<file path="config.mk">
export PLATFORM = sky130hd
export DESIGN_NAME = nor_burst_reader
export DESIGN_NICKNAME = d
export VERILOG_FILES = /design/src/rtl/nbr_pkg.sv /design/src/rtl/nbr_clkgen.sv /design/src/rtl/nbr_seq.sv /design/src/rtl/nbr_capture.sv /design/src/rtl/nor_burst_reader.sv
export SDC_FILE = /design/constraint.sdc
export NUM_CORES = 1
export LEC_CHECK = 0
export ABC_AREA = 1
export CAP_MARGIN = 20
export CORE_UTILIZATION = 25
export DETAILED_ROUTE_END_ITERATION = 7
export DONT_BUFFER_PORTS = 1
export GPL_TIMING_DRIVEN = 0
export PLACE_DENSITY = 0.49
export SLEW_MARGIN = 40
export SYNTH_ARGS = -nofsm -noshare
export SYNTH_HDL_FRONTEND = slang
export SYNTH_SLANG_ARGS = --single-unit
</file>
<file path="constraint.sdc">
create_clock -name clk -period 1.9 [get_ports clk]
set_input_delay 0.38 -clock clk [delete_from_list [all_inputs] [get_ports clk]]
set_output_delay 0.38 -clock clk [all_outputs]
set_load 0.1 [all_outputs]
</file>
<file path="src/rtl/nbr_pkg.sv">
// Package: shared types of the NOR burst read engine.
// Assumes: nothing beyond IEEE 1800-2017.
package nbr_pkg;

    // Sequencer phase of a burst.
    typedef enum logic [1:0] {
        ST_IDLE = 2'd0,
        ST_LAT  = 2'd1,
        ST_DATA = 2'd2
    } nbr_state_e;

endpackage

</file>
<file path="src/rtl/nbr_clkgen.sv">
// Module: nbr_clkgen
// Builds the memory clock from the system clock. The period is R cycles.
// The low phase of ceil(R/2) cycles comes first, then the high phase of
// floor(R/2) cycles. It flags the cycle before each rising edge
// (rise_evt) and the last cycle of each period (wrap_evt).
// Assumes: start and stop are one-cycle pulses, and stop wins over start.
module nbr_clkgen #(
    parameter int DIV_W = 4
) (
    input  logic             clk,
    input  logic             rst_n,
    input  logic             start,
    input  logic             stop,
    input  logic [DIV_W-1:0] div_m1,
    output logic             mem_clk,
    output logic             rise_evt,
    output logic             wrap_evt
);
    localparam int CW = DIV_W + 1;

    logic [DIV_W-1:0] rat_m1;
    logic [DIV_W-1:0] cnt;
    logic [DIV_W-1:0] cnt_nxt;
    logic [CW-1:0]    low_len;
    logic             run;

    // Length of the low phase: ceil(R/2) = (rat_m1 + 2) / 2.
    assign low_len  = (CW'(rat_m1) + CW'(2)) >> 1;
    assign rise_evt = run && (CW'(cnt) == (low_len - CW'(1)));
    assign wrap_evt = run && (cnt == rat_m1);

    // Next phase count, wrapping at the end of the period.
    always_comb begin
        cnt_nxt = wrap_evt ? '0 : cnt + DIV_W'(1);
    end

    // Phase counter and clock register; ratio is latched at start.
    always_ff @(posedge clk) begin
        if (!rst_n) begin
            rat_m1  <= DIV_W'(1);
            cnt     <= '0;
            run     <= 1'b0;
            mem_clk <= 1'b0;
        end else if (stop) begin
            cnt     <= '0;
            run     <= 1'b0;
            mem_clk <= 1'b0;
        end else if (start) begin
            rat_m1  <= (div_m1 == '0) ? DIV_W'(1) : div_m1;
            cnt     <= '0;
            run     <= 1'b1;
            mem_clk <= 1'b0;
        end else if (run) begin
            cnt     <= cnt_nxt;
            mem_clk <= (CW'(cnt_nxt) >= low_len);
        end
    end


    cnt_range_chk: assert property (@(posedge clk) disable iff (!rst_n)
        run |-> (cnt <= rat_m1));


    idle_clk_low_chk: assert property (@(posedge clk) disable iff (!rst_n)
        !run |-> !mem_clk);


    rise_follows_chk: assert property (@(posedge clk) disable iff (!rst_n)
        (rise_evt && !stop) |=> mem_clk);

endmodule

</file>
<file path="src/rtl/nbr_seq.sv">
// Module: nbr_seq
// Burst sequencer. It accepts requests, drives the strobes, counts the
// latency in memory clock rising edges, and counts the burst words. Data
// phase edges that see the wait input high are skipped.
// Assumes: rise_evt and wrap_evt come from nbr_clkgen for the running burst.
module nbr_seq
    import nbr_pkg::*;
#(
    parameter int LEN_W = 8,
    parameter int LAT_W = 4
) (
    input  logic             clk,
    input  logic             rst_n,
    input  logic             req_valid,
    input  logic [LEN_W-1:0] req_len_m1,
    input  logic [LAT_W-1:0] cfg_lat_m2,
    input  logic             rise_evt,
    input  logic             wrap_evt,
    input  logic             mem_wait,
    output logic             req_ready,
    output logic             accept,
    output logic             capture,
    output logic             stop,
    output logic             adv_n,
    output logic             ce_n,
    output logic             oe_n,
    output logic             done
);
    localparam int LCW = LAT_W + 1;

    nbr_state_e       state;
    logic [LCW-1:0]   lat_rem;
    logic [LEN_W-1:0] words_rem;

    assign req_ready = (state == ST_IDLE);
    assign accept    = req_valid && req_ready;
    assign capture   = (state == ST_DATA) && rise_evt && !mem_wait;
    assign stop      = capture && (words_rem == '0);

    // Burst phase, counters and memory strobes.
    always_ff @(posedge clk) begin
        if (!rst_n) begin
            state     <= ST_IDLE;
            lat_rem   <= '0;
            words_rem <= '0;
            adv_n     <= 1'b1;
            ce_n      <= 1'b1;
            oe_n      <= 1'b1;
            done      <= 1'b0;
        end else begin
            done <= 1'b0;
            case (state)
                ST_IDLE: begin
                    if (accept) begin
                        lat_rem   <= LCW'(cfg_lat_m2) + LCW'(2);
                        words_rem <= req_len_m1;
                        adv_n     <= 1'b0;
                        ce_n      <= 1'b0;
                        oe_n      <= 1'b0;
                        state     <= ST_LAT;
                    end
                end
                ST_LAT: begin
                    if (wrap_evt) begin
                        adv_n <= 1'b1;
                    end
                    if (rise_evt) begin
                        lat_rem <= lat_rem - LCW'(1);
                        if (lat_rem == LCW'(1)) begin
                            state <= ST_DATA;
                        end
                    end
                end
                ST_DATA: begin
                    if (capture) begin
                        if (stop) begin
                            state <= ST_IDLE;
                            ce_n  <= 1'b1;
                            oe_n  <= 1'b1;
                            done  <= 1'b1;
                        end else begin
                            words_rem <= words_rem - LEN_W'(1);
                        end
                    end
                end
                default: state <= ST_IDLE;
            endcase
        end
    end


    adv_inside_ce_chk: assert property (@(posedge clk) disable iff (!rst_n)
        !adv_n |-> !ce_n);


    lat_spent_chk: assert property (@(posedge clk) disable iff (!rst_n)
        (state == ST_DATA) |-> (lat_rem == '0));


    wait_holds_count_chk: assert property (@(posedge clk) disable iff (!rst_n)
        ((state == ST_DATA) && rise_evt && mem_wait)
        |=> ((state == ST_DATA) && $stable(words_rem)));


    done_single_chk: assert property (@(posedge clk) disable iff (!rst_n)
        done |=> !done);

endmodule

</file>
<file path="src/rtl/nbr_capture.sv">
// Module: nbr_capture
// Registers the memory data word on each capture strobe and raises the
// data-valid output for exactly one cycle per captured word.
// Assumes: capture is high for at most one cycle per memory clock.
module nbr_capture #(
    parameter int DATA_W = 16
) (
    input  logic              clk,
    input  logic              rst_n,
    input  logic              capture,
    input  logic [DATA_W-1:0] mem_rdata,
    output logic              rd_valid,
    output logic [DATA_W-1:0] rd_data
);

    // Sample the memory bus on each capture and flag the result.
    always_ff @(posedge clk) begin
        if (!rst_n) begin
            rd_valid <= 1'b0;
            rd_data  <= '0;
        end else begin
            rd_valid <= capture;
            if (capture) begin
                rd_data <= mem_rdata;
            end
        end
    end


    valid_pulse_chk: assert property (@(posedge clk) disable iff (!rst_n)
        (rd_valid && !capture) |=> !rd_valid);

endmodule

</file>
<file path="src/rtl/nor_burst_reader.sv">
// Module: nor_burst_reader (top)
// Synchronous burst read engine for an external NOR flash. It ties the
// clock generator, the sequencer and the data capture together, and holds
// the address register.
// Assumes: the memory changes data and wait only while mem_clk is low.
module nor_burst_reader #(
    parameter int ADDR_W = 26,
    parameter int DATA_W = 16,
    parameter int LEN_W  = 8,
    parameter int DIV_W  = 4,
    parameter int LAT_W  = 4
) (
    input  logic              clk,
    input  logic              rst_n,
    input  logic              req_valid,
    output logic              req_ready,
    input  logic [ADDR_W-1:0] req_addr,
    input  logic [LEN_W-1:0]  req_len_m1,
    input  logic [DIV_W-1:0]  cfg_div_m1,
    input  logic [LAT_W-1:0]  cfg_lat_m2,
    output logic              mem_clk,
    output logic              mem_adv_n,
    output logic              mem_ce_n,
    output logic              mem_oe_n,
    output logic [ADDR_W-1:0] mem_addr,
    input  logic [DATA_W-1:0] mem_rdata,
    input  logic              mem_wait,
    output logic              rd_valid,
    output logic [DATA_W-1:0] rd_data,
    output logic              done
);

    logic accept;
    logic capture;
    logic stop;
    logic rise_evt;
    logic wrap_evt;

    nbr_clkgen #(.DIV_W(DIV_W)) u_clkgen (
        .clk      (clk),
        .rst_n    (rst_n),
        .start    (accept),
        .stop     (stop),
        .div_m1   (cfg_div_m1),
        .mem_clk  (mem_clk),
        .rise_evt (rise_evt),
        .wrap_evt (wrap_evt)
    );

    nbr_seq #(.LEN_W(LEN_W), .LAT_W(LAT_W)) u_seq (
        .clk        (clk),
        .rst_n      (rst_n),
        .req_valid  (req_valid),
        .req_len_m1 (req_len_m1),
        .cfg_lat_m2 (cfg_lat_m2),
        .rise_evt   (rise_evt),
        .wrap_evt   (wrap_evt),
        .mem_wait   (mem_wait),
        .req_ready  (req_ready),
        .accept     (accept),
        .capture    (capture),
        .stop       (stop),
        .adv_n      (mem_adv_n),
        .ce_n       (mem_ce_n),
        .oe_n       (mem_oe_n),
        .done       (done)
    );

    nbr_capture #(.DATA_W(DATA_W)) u_capture (
        .clk       (clk),
        .rst_n     (rst_n),
        .capture   (capture),
        .mem_rdata (mem_rdata),
        .rd_valid  (rd_valid),
        .rd_data   (rd_data)
    );

    // Address register, loaded once per accepted request.
    always_ff @(posedge clk) begin
        if (!rst_n) begin
            mem_addr <= '0;
        end else if (accept) begin
            mem_addr <= req_addr;
        end
    end


    addr_steady_chk: assert property (@(posedge clk) disable iff (!rst_n)
        (!mem_adv_n && !$past(mem_adv_n)) |-> $stable(mem_addr));


    end_parked_chk: assert property (@(posedge clk) disable iff (!rst_n)
        done |-> (mem_ce_n && mem_oe_n && !mem_clk && rd_valid));


    valid_on_rise_chk: assert property (@(posedge clk) disable iff (!rst_n)
        (rd_valid && !done) |-> mem_clk);


    deselect_clk_low_chk: assert property (@(posedge clk) disable iff (!rst_n)
        mem_ce_n |-> !mem_clk);

endmodule

</file>
Word-level counts from Yosys, hierarchy flattened
Cells that the tools add are included.
{"block": "totals", "wordCells": 77, "reg_bits": 71, "output_inout_bits": 49}
{"block": "op_classes", "bitwise_logic": 2, "add_sub_neg": 6, "magnitude_cmp": 1, "muxes": 22, "n_reduce_logical": 21, "n_eq_ne": 12}
{"op": "8-bit two-way mux", "count": 3}
{"op": "8-bit case mux with 2 select lines", "count": 1}
{"op": "4-bit by 2-bit adder with 5-bit output, second input constant", "count": 2}
{"op": "2-bit two-way mux", "count": 5}
{"op": "5-bit two-way mux", "count": 2}
{"op": "5-bit case mux with 2 select lines", "count": 1}
{"op": "3-bit AND reduction", "count": 3}
{"op": "8-bit logical NOT", "count": 1}
{"op": "4-bit two-way mux", "count": 2}
{"op": "2-bit inequality test, second input constant", "count": 4}
{"op": "4-bit AND reduction", "count": 2}
{"op": "8-bit by 1-bit subtractor with 8-bit output, second input constant", "count": 1}
{"op": "1-bit logical AND", "count": 6}
{"op": "2-bit by 1-bit inequality test with 1-bit output, second input constant", "count": 3}
{"op": "2-bit case mux with 3 select lines", "count": 1}
{"op": "4-bit by 5-bit equality test with 1-bit output", "count": 1}
{"op": "5-bit by 1-bit equality test with 1-bit output, second input constant", "count": 1}
{"op": "1-bit two-way mux", "count": 5}
{"op": "5-bit AND reduction", "count": 1}
{"op": "4-bit by 1-bit subtractor with 5-bit output, second input constant", "count": 1}
{"op": "5-bit by 1-bit subtractor with 5-bit output, second input constant", "count": 1}
{"op": "4-bit by 1-bit adder with 4-bit output, second input constant", "count": 1}
{"op": "4-bit equality test", "count": 1}
{"op": "4-bit >= comparator", "count": 1}
{"op": "11 further kinds", "count": 14}

Longest topological paths before layout
Gate-level depths: netlist (run 1).
{"block": "logic_depth", "depth_word": 10, "ltp_mapped": 16, "ltp_nobuf": 16}

Hierarchy
Synthesis (run 1) repeated with hierarchy kept, for this count alone.
{"block": "unflattened", "hier_cells": 565, "hier_area_um2": 3744.8}
{"mod": "nbr_seq", "area_each_um2": 1192.4, "n_inst": 1, "seq_area_each_um2": 360.3, "cells_each": 177}
{"mod": "nor_burst_reader", "area_each_um2": 1094.8, "n_inst": 1, "seq_area_each_um2": 520.5, "cells_each": 165}
{"mod": "nbr_clkgen", "area_each_um2": 735.7, "n_inst": 1, "seq_area_each_um2": 200.2, "cells_each": 118}
{"mod": "nbr_capture", "area_each_um2": 721.9, "n_inst": 1, "seq_area_each_um2": 340.3, "cells_each": 105}

Worst setup path after synthesis (run 1)
No wires, ideal clock.
{"block": "synth_path", "kind": "reg2reg", "startpoint": "reg u_seq.state[1]", "endpoint": "reg u_seq.words_rem[0]", "arrival_ps": 2565, "period_less_slack_ps": 2680, "path_slack_ps": -780, "setup_ps": 115, "stages_incl_launch_ff": 11, "cell_sequence": "dfxtp_1 -> nor2_1 -> inv_1 -> nor2_1 -> buf_2 -> inv_2 -> nand2_2 -> buf_6 -> nand3b_1 -> nand2_1 -> nor2_1"}
{"element": "start, declared", "line_no": "nbr_seq.sv:31", "text": "nbr_state_e state;"}
{"element": "start signal, assigned", "line_no": "nbr_seq.sv:43", "text": "state <= ST_IDLE;"}
{"element": "start signal, assigned", "line_no": "nbr_seq.sv:60", "text": "state <= ST_LAT;"}
{"element": "start signal, assigned", "line_no": "nbr_seq.sv:70", "text": "state <= ST_DATA;"}
{"element": "2-bit logical NOT *", "line_no": "nbr_seq.sv:35", "text": "assign req_ready = (state == ST_IDLE);"}
{"element": "named net req_ready", "line_no": "nor_burst_reader.sv:16", "text": "output logic req_ready,"}
{"element": "1-bit logical AND", "line_no": "nbr_seq.sv:36", "text": "assign accept = req_valid && req_ready;"}
{"element": "2-bit inequality test (no source line)"}
{"element": "4-bit AND reduction (no source line)"}
{"element": "end signal, assigned", "line_no": "nbr_seq.sv:56", "text": "words_rem <= req_len_m1;"}
{"element": "end signal, assigned", "line_no": "nbr_seq.sv:82", "text": "words_rem <= words_rem - LEN_W'(1);"}
{"element": "end, declared", "line_no": "nbr_seq.sv:33", "text": "logic [LEN_W-1:0] words_rem;"}
The timed path passes the listed nets; every way through them passes the cells marked *.
A chain may end at the register's enable or synchronous reset.

Worst setup path after layout (run 1)
{"block": "layout_path", "startpoint": "reg u_clkgen.cnt[2]", "endpoint": "reg u_clkgen.mem_clk"}
{"element": "start, declared", "line_no": "nbr_clkgen.sv:22", "text": "logic [DIV_W-1:0] cnt;"}
{"element": "start signal, assigned", "line_no": "nbr_clkgen.sv:54", "text": "cnt <= cnt_nxt;"}
{"element": "4-bit equality test", "line_no": "nbr_clkgen.sv:30", "text": "assign wrap_evt = run && (cnt == rat_m1);"}
{"element": "1-bit logical AND", "line_no": "nbr_clkgen.sv:30"}
{"element": "4-bit two-way mux", "line_no": "nbr_clkgen.sv:34", "text": "cnt_nxt = wrap_evt ? '0 : cnt + DIV_W'(1);"}
{"element": "named net u_clkgen.cnt_nxt[1]", "line_no": "nbr_clkgen.sv:23", "text": "logic [DIV_W-1:0] cnt_nxt;"}
{"element": "4-bit >= comparator", "line_no": "nbr_clkgen.sv:55", "text": "mem_clk <= (CW'(cnt_nxt) >= low_len);"}
{"element": "end signal, assigned", "line_no": "nbr_clkgen.sv:55"}
{"element": "end, declared", "line_no": "nbr_clkgen.sv:15", "text": "output logic mem_clk,"}
The timed path passes the listed nets, and every way through them passes these cells.

==> impl_metrics.json, run 1 <==
{
  "ir_drop_mv": 0.542,
  "critPathKind": "register to register",
  "crit_top_cell": "nand2_1",
  "num_vias": 3258,
  "crit_buf_inv": 2,
  "end_kind": "register",
  "grt.total_usage": 0.140,
  "grt_pass1_vias": 3325,
  "clk_latency_ns": 0.34,
  "grt_max_degree": 15,
  "p_per_area_nw_per_um2": 1220,
  "diodes": 0,
  "cp_cell_sequence": "inv_2 > nand2_1 > nand2_1 > a21oi_2 > nand3_4 > nand2_4 > inv_2 > ha_4 > a21o_1 > or2_4 > nand3_2 > nand2_1 > nand2_1 > nor2_1",
  "drive_gt1_frac": 0.297,
  "outcome": "complete, but fails checks",
  "io_pins": 111,
  "post-place-ws_ns": -0.401,
  "synthTopCellsByArea": "dfxtp_1, nor2_1, nand2_1, o21ai_0, inv_1",
  "ys_seq_elements": 71,
  "cts_tree": "yes",
  "async_flop_share": 0,
  "die_h_um": 119,
  "critPathMaxFanout": 4,
  "first_pass_iters": 4,
  "synth_most_common_cell": "nor2_1",
  "overflow": 0,
  "gp_congestion": 0.820,
  "synth_top_cell_by_area": "dfxtp_1",
  "cts_hold_buf": 0,
  "clkSinkCount": 71,
  "p_leak_nw": 1.94,
  "crit_required_ns": 2.13,
  "cts-root-buf": "clkbuf_16",
  "critPathArrivalTime_ns": 2.14,
  "dominantRegCellSynth": "dfxtp_1",
  "start_util": 0.258,
  "post-route-util": 0.332,
  "synth_fp_nets": 571,
  "portBuffers": 0,
  "finalWorstSetupSlack_ns": -0.000338,
  "synth_edf_count": 0,
  "routedWlPerCell_um": 13.4,
  "start_kind": "register",
  "grt_antenna_before_repair": 1,
  "hold_slack_ns": 0.176,
  "hpwl_mm": 6.88,
  "cp_slowest_stage_delay_ns": 0.37,
  "fmax_mhz": 526,
  "drc": 0,
  "rows": 42,
  "hold_class": "primary input to register",
  "cp_top_family": "simple AND/OR/NAND/NOR gates",
  "hold_violations": 0,
  "cts_buffers": 9,
  "wl_mm": 9.58,
  "synthCells": 500,
  "drv_cap": 0,
  "cts_buffer_depth": 2,
  "skew_ns": 0.00500,
  "synth_cell_type_count": 29,
  "period_minus_slack_ns": 1.90,
  "grt_pass1_wl_mm": 15.8,
  "die_x_um": 119,
  "failed_checks": "setup timing",
  "coreArea_um2": 13300,
  "worst_pin_slew_ns": 0.701,
  "area_delta_synth_final_pct": 28.8,
  "nets": 605,
  "htree_num_levels": 3,
  "antenna_left": 0,
  "rsz0062_at_grt": "yes",
  "dieArea_um2": 14200,
  "synth.yosys.seq_area_share": 0.413,
  "finalCritPeriodShare": 1.00,
  "synth.cell_area_um2": 3440,
  "synth_top_area_share": 0.413,
  "setup_violations": 1,
  "slew_headroom": 0.532,
  "viasPerCell": 4.56,
  "path_clk_slew_ns": 0.06,
  "slew_viol_final": 0,
  "synthTopCellsByCount": "nor2_1, nand2_1, dfxtp_1",
  "syn_avg_cell_area_um2": 6.88,
  "ys_warn_count": 0,
  "cpMaxStageDelayCell": "dfxtp_4",
  "drtIter0Drc": 149
}
final timing paths:
check                           from  slack [ns]                 end  cells past startpoint
setup / recovery     u_clkgen.cnt[2]     -0.0003    u_clkgen.mem_clk                     14
hold / removal           req_addr[6]        0.18         mem_addr[6]                      2
setup reg to reg     u_clkgen.cnt[2]     -0.0003    u_clkgen.mem_clk                     14
hold reg to reg   u_seq.words_rem[0]        0.52  u_seq.words_rem[0]                      2
flip-flops by register name (all words and copies together) (netlist names), 2 cells and up:
signal	flops
u_clkgen.cnt	4
mem_addr	26
u_capture.rd_data	16
u_seq.state	2
u_seq.lat_rem	5
u_seq.words_rem	8
u_clkgen.rat_m1	4
cell families after synthesis:
| family | after synthesis | synth area share |
|---|---|---|
| xor gates and xnor gates | 3 | 0.00764 |
| adders and majority gates | 9 | 0.0327 |
| AOI/OAI and AO/OA | 97 | 0.143 |
| muxes | 1 | 0.00291 |
| DFF | 71 | 0.413 |
| and+or+nand+nor | 237 | 0.303 |
| buffers and inverters | 82 | 0.0968 |
metal layers:
layer / wire length (um) / share of wire / vias to the layer above / global-route usage
met5: 13 / 0.0014 / - / 0
met4: 176 / 0.018 / 2 / 0.0547
met3: 678 / 0.071 / 14 / 0.0445
met2: 4560 / 0.48 / 91 / 0.242
met1: 4150 / 0.43 / 1496 / 0.161
li1: - / - / 1655 / -
repair_timing:
action / in CTS / in global routing
pin swaps: 12 / 17
endpoints found under the hold margin: 0 / 0
resized for setup: 39 / 32
endpoints found under the setup margin: 45 / 57
gates cloned: 0 / 1
buffers inserted: 19 / 5
per-stage QoR:
step | area [um2] | setup TNS, ns | total power, mW | instances
2_1_floorplan | 3460 | 0 | 3.12 | 500
3_3_place_gp | 3680 | -11.50 | 3.32 | 676
3_5_place_dp | 3730 | -12.82 | 3.36 | 676
4_1_cts | 4310 | -0.0157 | 5.38 | 711
5_1_grt | 4430 | -1.55 | 5.69 | 715
6_report | 4430 | -0.000338 | 5.40 | 715
placed cells by master (no fill, tap or decap), types with 3 or more instances in the layout:
master	instances
nor2_1	90
nand2_1	83
inv_1	52
dfxtp_2	51
o21ai_0	48
a21oi_1	30
buf_4	23
nand3_1	18
dfxtp_1	15
o21ai_1	14
inv_2	9
nand2_2	9
clkbuf_16	9
nor2_2	8
nand2_4	7
nand4_1	7
clkbuf_1	6
ha_1	6
buf_6	5
buf_2	5
dfxtp_4	5
nor2_4	4
inv_6	3
xor2_1	3
nand3_4	3
power by group:
| group | switching (mW) | internal [mW] |
|---|---|---|
| registers | 0.721 | 1.66 |
| logic | 0.705 | 0.431 |
| clock network | 0.712 | 1.17 |
area by class of cell:
type	instances	area (um2)
clock inverters	7	105
well taps	176	220
plain buffers	19	128
repair buffers	23	176
fillers	1459	8920
multi-input cells	347	1830
clock buffers	9	225
inverters	63	246
flip-flops and latches	71	1500
Note: power is estimated with default switching activity, not from simulation.
==> run 2: changes to the inputs <==
--- a/config.mk
+++ b/config.mk
@@ -12,6 +12,7 @@
 export DONT_BUFFER_PORTS = 1
 export GPL_TIMING_DRIVEN = 0
 export PLACE_DENSITY = 0.49
+export SKIP_CTS_REPAIR_TIMING = 1
 export SLEW_MARGIN = 40
 export SYNTH_ARGS = -nofsm -noshare
 export SYNTH_HDL_FRONTEND = slang
==> run 2 against run 1 <==
Effect of this change:
- highest routed layer unchanged
- first-iteration DRC count shrank 15%
- clock skew is essentially flat
- setup slack lost 0.030 ns
- critical endpoint unchanged
- flip-flop and latch count is the same
- via count shrank 2.0%
- fmax shrank 1.6%
- global-route usage shrank 0.68 points
- count of clock-buffer cells in the layout is the same
- register-to-register slack lost 0.03 ns
- final area shrank 0.85%
- the flow still finishes with violations (setup timing)
==> impl_metrics.json, run 2 (synthesis results as in run 1) <==
{
  "cts_buffer_depth": 2,
  "p_per_area_nw_per_um2": 1220,
  "layout_common_cells": "nor2_1, nand2_1, inv_1",
  "overflow": 0,
  "dieArea_um2": 14200,
  "cp_slowest_stage_delay_ns": 0.39,
  "final_common_cell": "nor2_1",
  "fmax_mhz": 518,
  "gp_congestion": 0.820,
  "power_mw": 5.37,
  "critPathKind": "register to register",
  "start_kind": "register",
  "finalCritPeriodShare": 1.02,
  "clk_latency_ns": 0.34,
  "finalNonFillerCells": 706,
  "crit_required_ns": 2.13,
  "fin_tns_setup_ns": -0.0334,
  "r2r-start": "u_clkgen.cnt[0]",
  "io_pins": 111,
  "r2r_slack_ns": -0.03,
  "min-delay-start": "req_addr[17]",
  "first_pass_iters": 5,
  "end_kind": "register",
  "post_dp_cell_area_um2": 3730,
  "die_x_um": 119,
  "clkSinkCount": 71,
  "grt_max_degree": 15,
  "post-route-util": 0.329,
  "fin_area_um2": 4390,
  "skew_ns": 0.00515,
  "period_minus_slack_ns": 1.93,
  "grt_pass1_wl_mm": 15.0,
  "cp_cell_sequence": "inv_4 > nand2_2 > nand2_2 > nor2_4 > nand3_4 > nand2_4 > ha_4 > inv_2 > nand2_1 > a21o_1 > or2_4 > nand3_2 > nand2_1 > nand2_1 > nor2_1",
  "cts_tree": "yes",
  "hold_class": "primary input to register",
  "routedWlPerCell_um": 13.3,
  "slew_headroom": 0.531,
  "setup_violations": 2,
  "coreArea_um2": 13300,
  "rows": 42,
  "crit_top_cell": "nand2_1",
  "p_leak_nw": 1.90,
  "grt_pass1_vias": 3165,
  "drive_gt1_frac": 0.292,
  "rr_endpoint": "u_clkgen.mem_clk",
  "reg2reg_depth": 15,
  "outcome": "complete, but fails checks",
  "whs_path_depth": 2,
  "num_vias": 3194,
  "largest_registers": "mem_addr (26), u_capture.rd_data (16), u_seq.words_rem (8)",
  "nets": 596,
  "start_util": 0.258,
  "portBuffers": 0,
  "cts_buffers": 9,
  "rsz0062_at_grt": "yes",
  "ir_drop_mv": 0.538,
  "antenna_left": 0,
  "critPathMaxFanout": 5,
  "drv_cap": 0,
  "htree_num_levels": 3,
  "die_h_um": 119,
  "dp.cells": 676,
  "slew_viol_final": 0,
  "drc": 0,
  "critPathArrivalTime_ns": 2.16,
  "path_clk_slew_ns": 0.06,
  "largest_reg_flops": 26,
  "drtIter0Drc": 127,
  "viasPerCell": 4.52,
  "worst_pin_slew_ns": 0.702,
  "finalWorstSetupSlack_ns": -0.0303,
  "wl_mm": 9.37,
  "regMostFlops": "mem_addr",
  "diodes": 0,
  "min_to": "mem_addr[17]",
  "cpMaxStageDelayCell": "dfxtp_4",
  "grt_antenna_before_repair": 1,
  "hpwl_mm": 6.88,
  "hold_violations": 0,
  "cts-root-buf": "clkbuf_16",
  "failed_checks": "setup timing",
  "area_delta_synth_final_pct": 27.8,
  "grt.total_usage": 0.134
}
-- run 2: metrics by stage --
| step | setup WS, ns | hold slack [ns] |
|---|---|---|
| detailed placement | -0.401 | 0.505 |
| global route | -0.161 | 0.173 |
| global placement | -0.386 | 0.492 |
| CTS | -0.414 | 0.166 |
| floorplan | 0.00431 | 0.468 |
| finish | -0.0303 | 0.170 |
-- run 2: critical path, delay by kind of cell, from the launching register on --
family          cells  cell delay, ns
compound gates      1            0.19
buf+inv             2            0.10
fa+ha+maj           1            0.20
simple gates       11            0.96
flops               1            0.39
-- run 2: layout make-up --
cell class,count,area (um2)
Multi-Input combinational cell,347,1840
Timing Repair Buffer,14,105
Tap cell,176,220
Sequential cell,71,1510
Clock inverter,7,105
Buffer,19,144
Clock buffer,9,225
Inverter,63,251
Fill cell,1464,8950
-- run 2: worst max-delay path by stage --
stage                    endpoint  slack [ns]  depth (start not counted)               start
3_3_place_gp   u_clkgen.rat_m1[0]       -0.39                          8      u_seq.state[1]
3_5_place_dp   u_clkgen.rat_m1[0]       -0.40                          8      u_seq.state[1]
2_1_floorplan    u_clkgen.mem_clk       0.004                         14  u_clkgen.rat_m1[2]
4_1_cts        u_clkgen.rat_m1[0]       -0.41                          8      u_seq.state[1]
5_1_grt          u_clkgen.mem_clk       -0.16                         15     u_clkgen.cnt[2]
6_report         u_clkgen.mem_clk       -0.03                         15     u_clkgen.cnt[0]
-- run 2: power by group --
| group | leakage [nW] | total (mW) | internal (mW) | switching (mW) |
|---|---|---|---|---|
| Sequential | 0.606 | 2.39 | 1.66 | 0.725 |
| Combinational | 1.14 | 1.10 | 0.412 | 0.691 |
| Clock | 0.158 | 1.88 | 1.17 | 0.709 |
| Total | 1.90 | 5.37 | 3.24 | 2.13 |
-- run 2: routing by layer --
layer	part of all wire	vias to the layer above	routed length [um]	track usage
met2	0.47	91	4390	0.222
met3	0.072	16	678	0.0450
li1	-	1637	-	-
met1	0.43	1448	4060	0.156
met5	0.0014	-	13	0
met4	0.023	2	216	0.0586
==> run 3: changes to the inputs <==
--- a/config.mk
+++ b/config.mk
@@ -7,6 +7,7 @@
 export LEC_CHECK = 0
 export ABC_AREA = 1
 export CAP_MARGIN = 20
+export CORE_ASPECT_RATIO = 1.5
 export CORE_UTILIZATION = 25
 export DETAILED_ROUTE_END_ITERATION = 7
 export DONT_BUFFER_PORTS = 1
==> run 3 against run 2 <==
Effect of this change:
- the run ends with DRC, setup timing left
- non-clock buffer count shrank 2
- clock skew is 0.00090 ns higher
- fmax grew 0.11%
- setup slack gained 0.0021 ns
- flip-flop and latch count unchanged
- global-route usage decreased by 0.49 points
- critical endpoint unchanged
- largest cell class unchanged
==> impl_metrics.json, run 3 (synthesis results as in run 1) <==
{
  "viasPerCell": 4.51,
  "post-place-ws_ns": -0.281,
  "failed_checks": "DRC, setup timing",
  "die_x_um": 97.8,
  "rsz0062_at_grt": "yes",
  "p_leak_nw": 1.85,
  "path_clk_slew_ns": 0.06,
  "dieArea_um2": 14200,
  "critPathKind": "register to register",
  "overflow": 0,
  "start_kind": "register",
  "r2r-start": "u_clkgen.rat_m1[3]",
  "post_dp_cell_area_um2": 3720,
  "fillers": 1435,
  "drive_gt1_frac": 0.271,
  "skew_ns": 0.00605,
  "htree_num_levels": 3,
  "num_vias": 3108,
  "finalWorstSetupSlack_ns": -0.0282,
  "p_per_area_nw_per_um2": 1180,
  "multi_input_area_um2": 1810,
  "largest_reg_flops": 26,
  "min-delay-start": "req_addr[17]",
  "slew_viol_final": 0,
  "gp_congestion": 0.817,
  "r2r_slack_ns": -0.03,
  "critPathArrivalTime_ns": 2.15,
  "period_minus_slack_ns": 1.93,
  "reg2reg_depth": 14,
  "area_delta_synth_final_pct": 23.3,
  "ir_drop_mv": 0.585,
  "largest_registers": "mem_addr (26), u_capture.rd_data (16), u_seq.words_rem (8)",
  "antenna_left": 0,
  "grt.total_usage": 0.129,
  "setup_violations": 1,
  "fin_area_um2": 4240,
  "grt_pass1_vias": 2970,
  "grt_util_met3": 0.0355,
  "clk_latency_ns": 0.33,
  "drc": 4,
  "cts_buffers": 9,
  "portBuffers": 0,
  "routedWlPerCell_um": 13.2,
  "critPathMaxFanout": 6,
  "top_usage_layer": "met2",
  "min_to": "mem_addr[17]",
  "drtIter0Drc": 119,
  "crit_required_ns": 2.12,
  "finalCritPeriodShare": 1.01,
  "rr_endpoint": "u_clkgen.mem_clk",
  "hold_violations": 0,
  "final_common_cell": "nor2_1",
  "grt_use_met2": 0.232,
  "coreArea_um2": 13500,
  "io_pins": 111,
  "cts_tree": "yes",
  "nets": 594,
  "cts_buffer_depth": 2,
  "grt_max_degree": 13,
  "start_util": 0.255,
  "register_area_um2": 1500,
  "hpwl_mm": 6.85,
  "slew_headroom": 0.542,
  "outcome": "complete, but fails checks",
  "drv_cap": 0,
  "wl_mm": 9.07,
  "worst_pin_slew_ns": 0.686,
  "post-route-util": 0.315,
  "whs_path_depth": 2,
  "first_pass_iters": 6,
  "grt_pass1_wl_mm": 14.4,
  "diodes": 0,
  "clkSinkCount": 71,
  "hold_class": "primary input to register",
  "cts-root-buf": "clkbuf_16",
  "layout_common_cells": "nor2_1, nand2_1, inv_1",
  "regMostFlops": "mem_addr",
  "grt_antenna_before_repair": 0,
  "use_met1": 0.137,
  "die_h_um": 146,
  "fmax_mhz": 519,
  "end_kind": "register",
  "rows": 52
}
[run 3: power breakdown]
part	total [mW]	internal, mW	switching [mW]
clock	1.55	0.911	0.641
combinational	1.06	0.388	0.673
sequential	2.38	1.66	0.720
[run 3: worst max path at each step]
| stage | endpoint | from |
|---|---|---|
| 2_1_floorplan | u_clkgen.mem_clk | u_clkgen.rat_m1[2] |
| 3_3_place_gp | u_clkgen.mem_clk | u_clkgen.rat_m1[2] |
| 3_5_place_dp | u_clkgen.mem_clk | u_clkgen.cnt[1] |
| 4_1_cts | u_clkgen.mem_clk | u_clkgen.cnt[1] |
| 5_1_grt | u_clkgen.mem_clk | u_clkgen.cnt[2] |
| 6_report | u_clkgen.mem_clk | u_clkgen.rat_m1[3] |
[run 3: stage by stage]
| stage | power (mW) | instances | hold slack, ns | TNS, ns |
|---|---|---|---|---|
| 2_1_floorplan | 3.12 | 500 | 0.468 | 0 |
| 3_3_place_gp | 3.31 | 662 | 0.490 | -7.27 |
| 3_5_place_dp | 3.35 | 662 | 0.492 | -7.28 |
| 4_1_cts | 4.93 | 677 | 0.177 | -7.99 |
| 5_1_grt | 5.29 | 689 | 0.181 | -0.782 |
| 6_report | 5.00 | 689 | 0.181 | -0.0282 |
[run 3: worst max-delay path, stage by stage, from the launching register on]
cell     delay (ns)
dfxtp_2        0.34
inv_2          0.08
nand2_1        0.07
a21oi_2        0.21
nand3_4        0.13
nand2_4        0.10
ha_4           0.20
inv_2          0.04
nand2_1        0.04
a21o_1         0.18
or2_4          0.23
nand3_2        0.06
nand2_1        0.05
nand2_1        0.06
nor2_1         0.03
[run 3: metal layers]
layer,wire length (um),vias to the layer above
li1,-,1630
met1,3650,1392
met2,4730,75
met3,479,11
met4,208,0
met5,0,-
[run 3: cell type report]
cell class / instances / area share
Multi-Input combinational cell: 347 / 0.427
Sequential cell: 71 / 0.354
Inverter: 63 / 0.0575
Clock buffer: 10 / 0.0563
Tap cell: 162 / 0.0478
Buffer: 19 / 0.0277
Timing Repair Buffer: 12 / 0.0212
Clock inverter: 5 / 0.00796
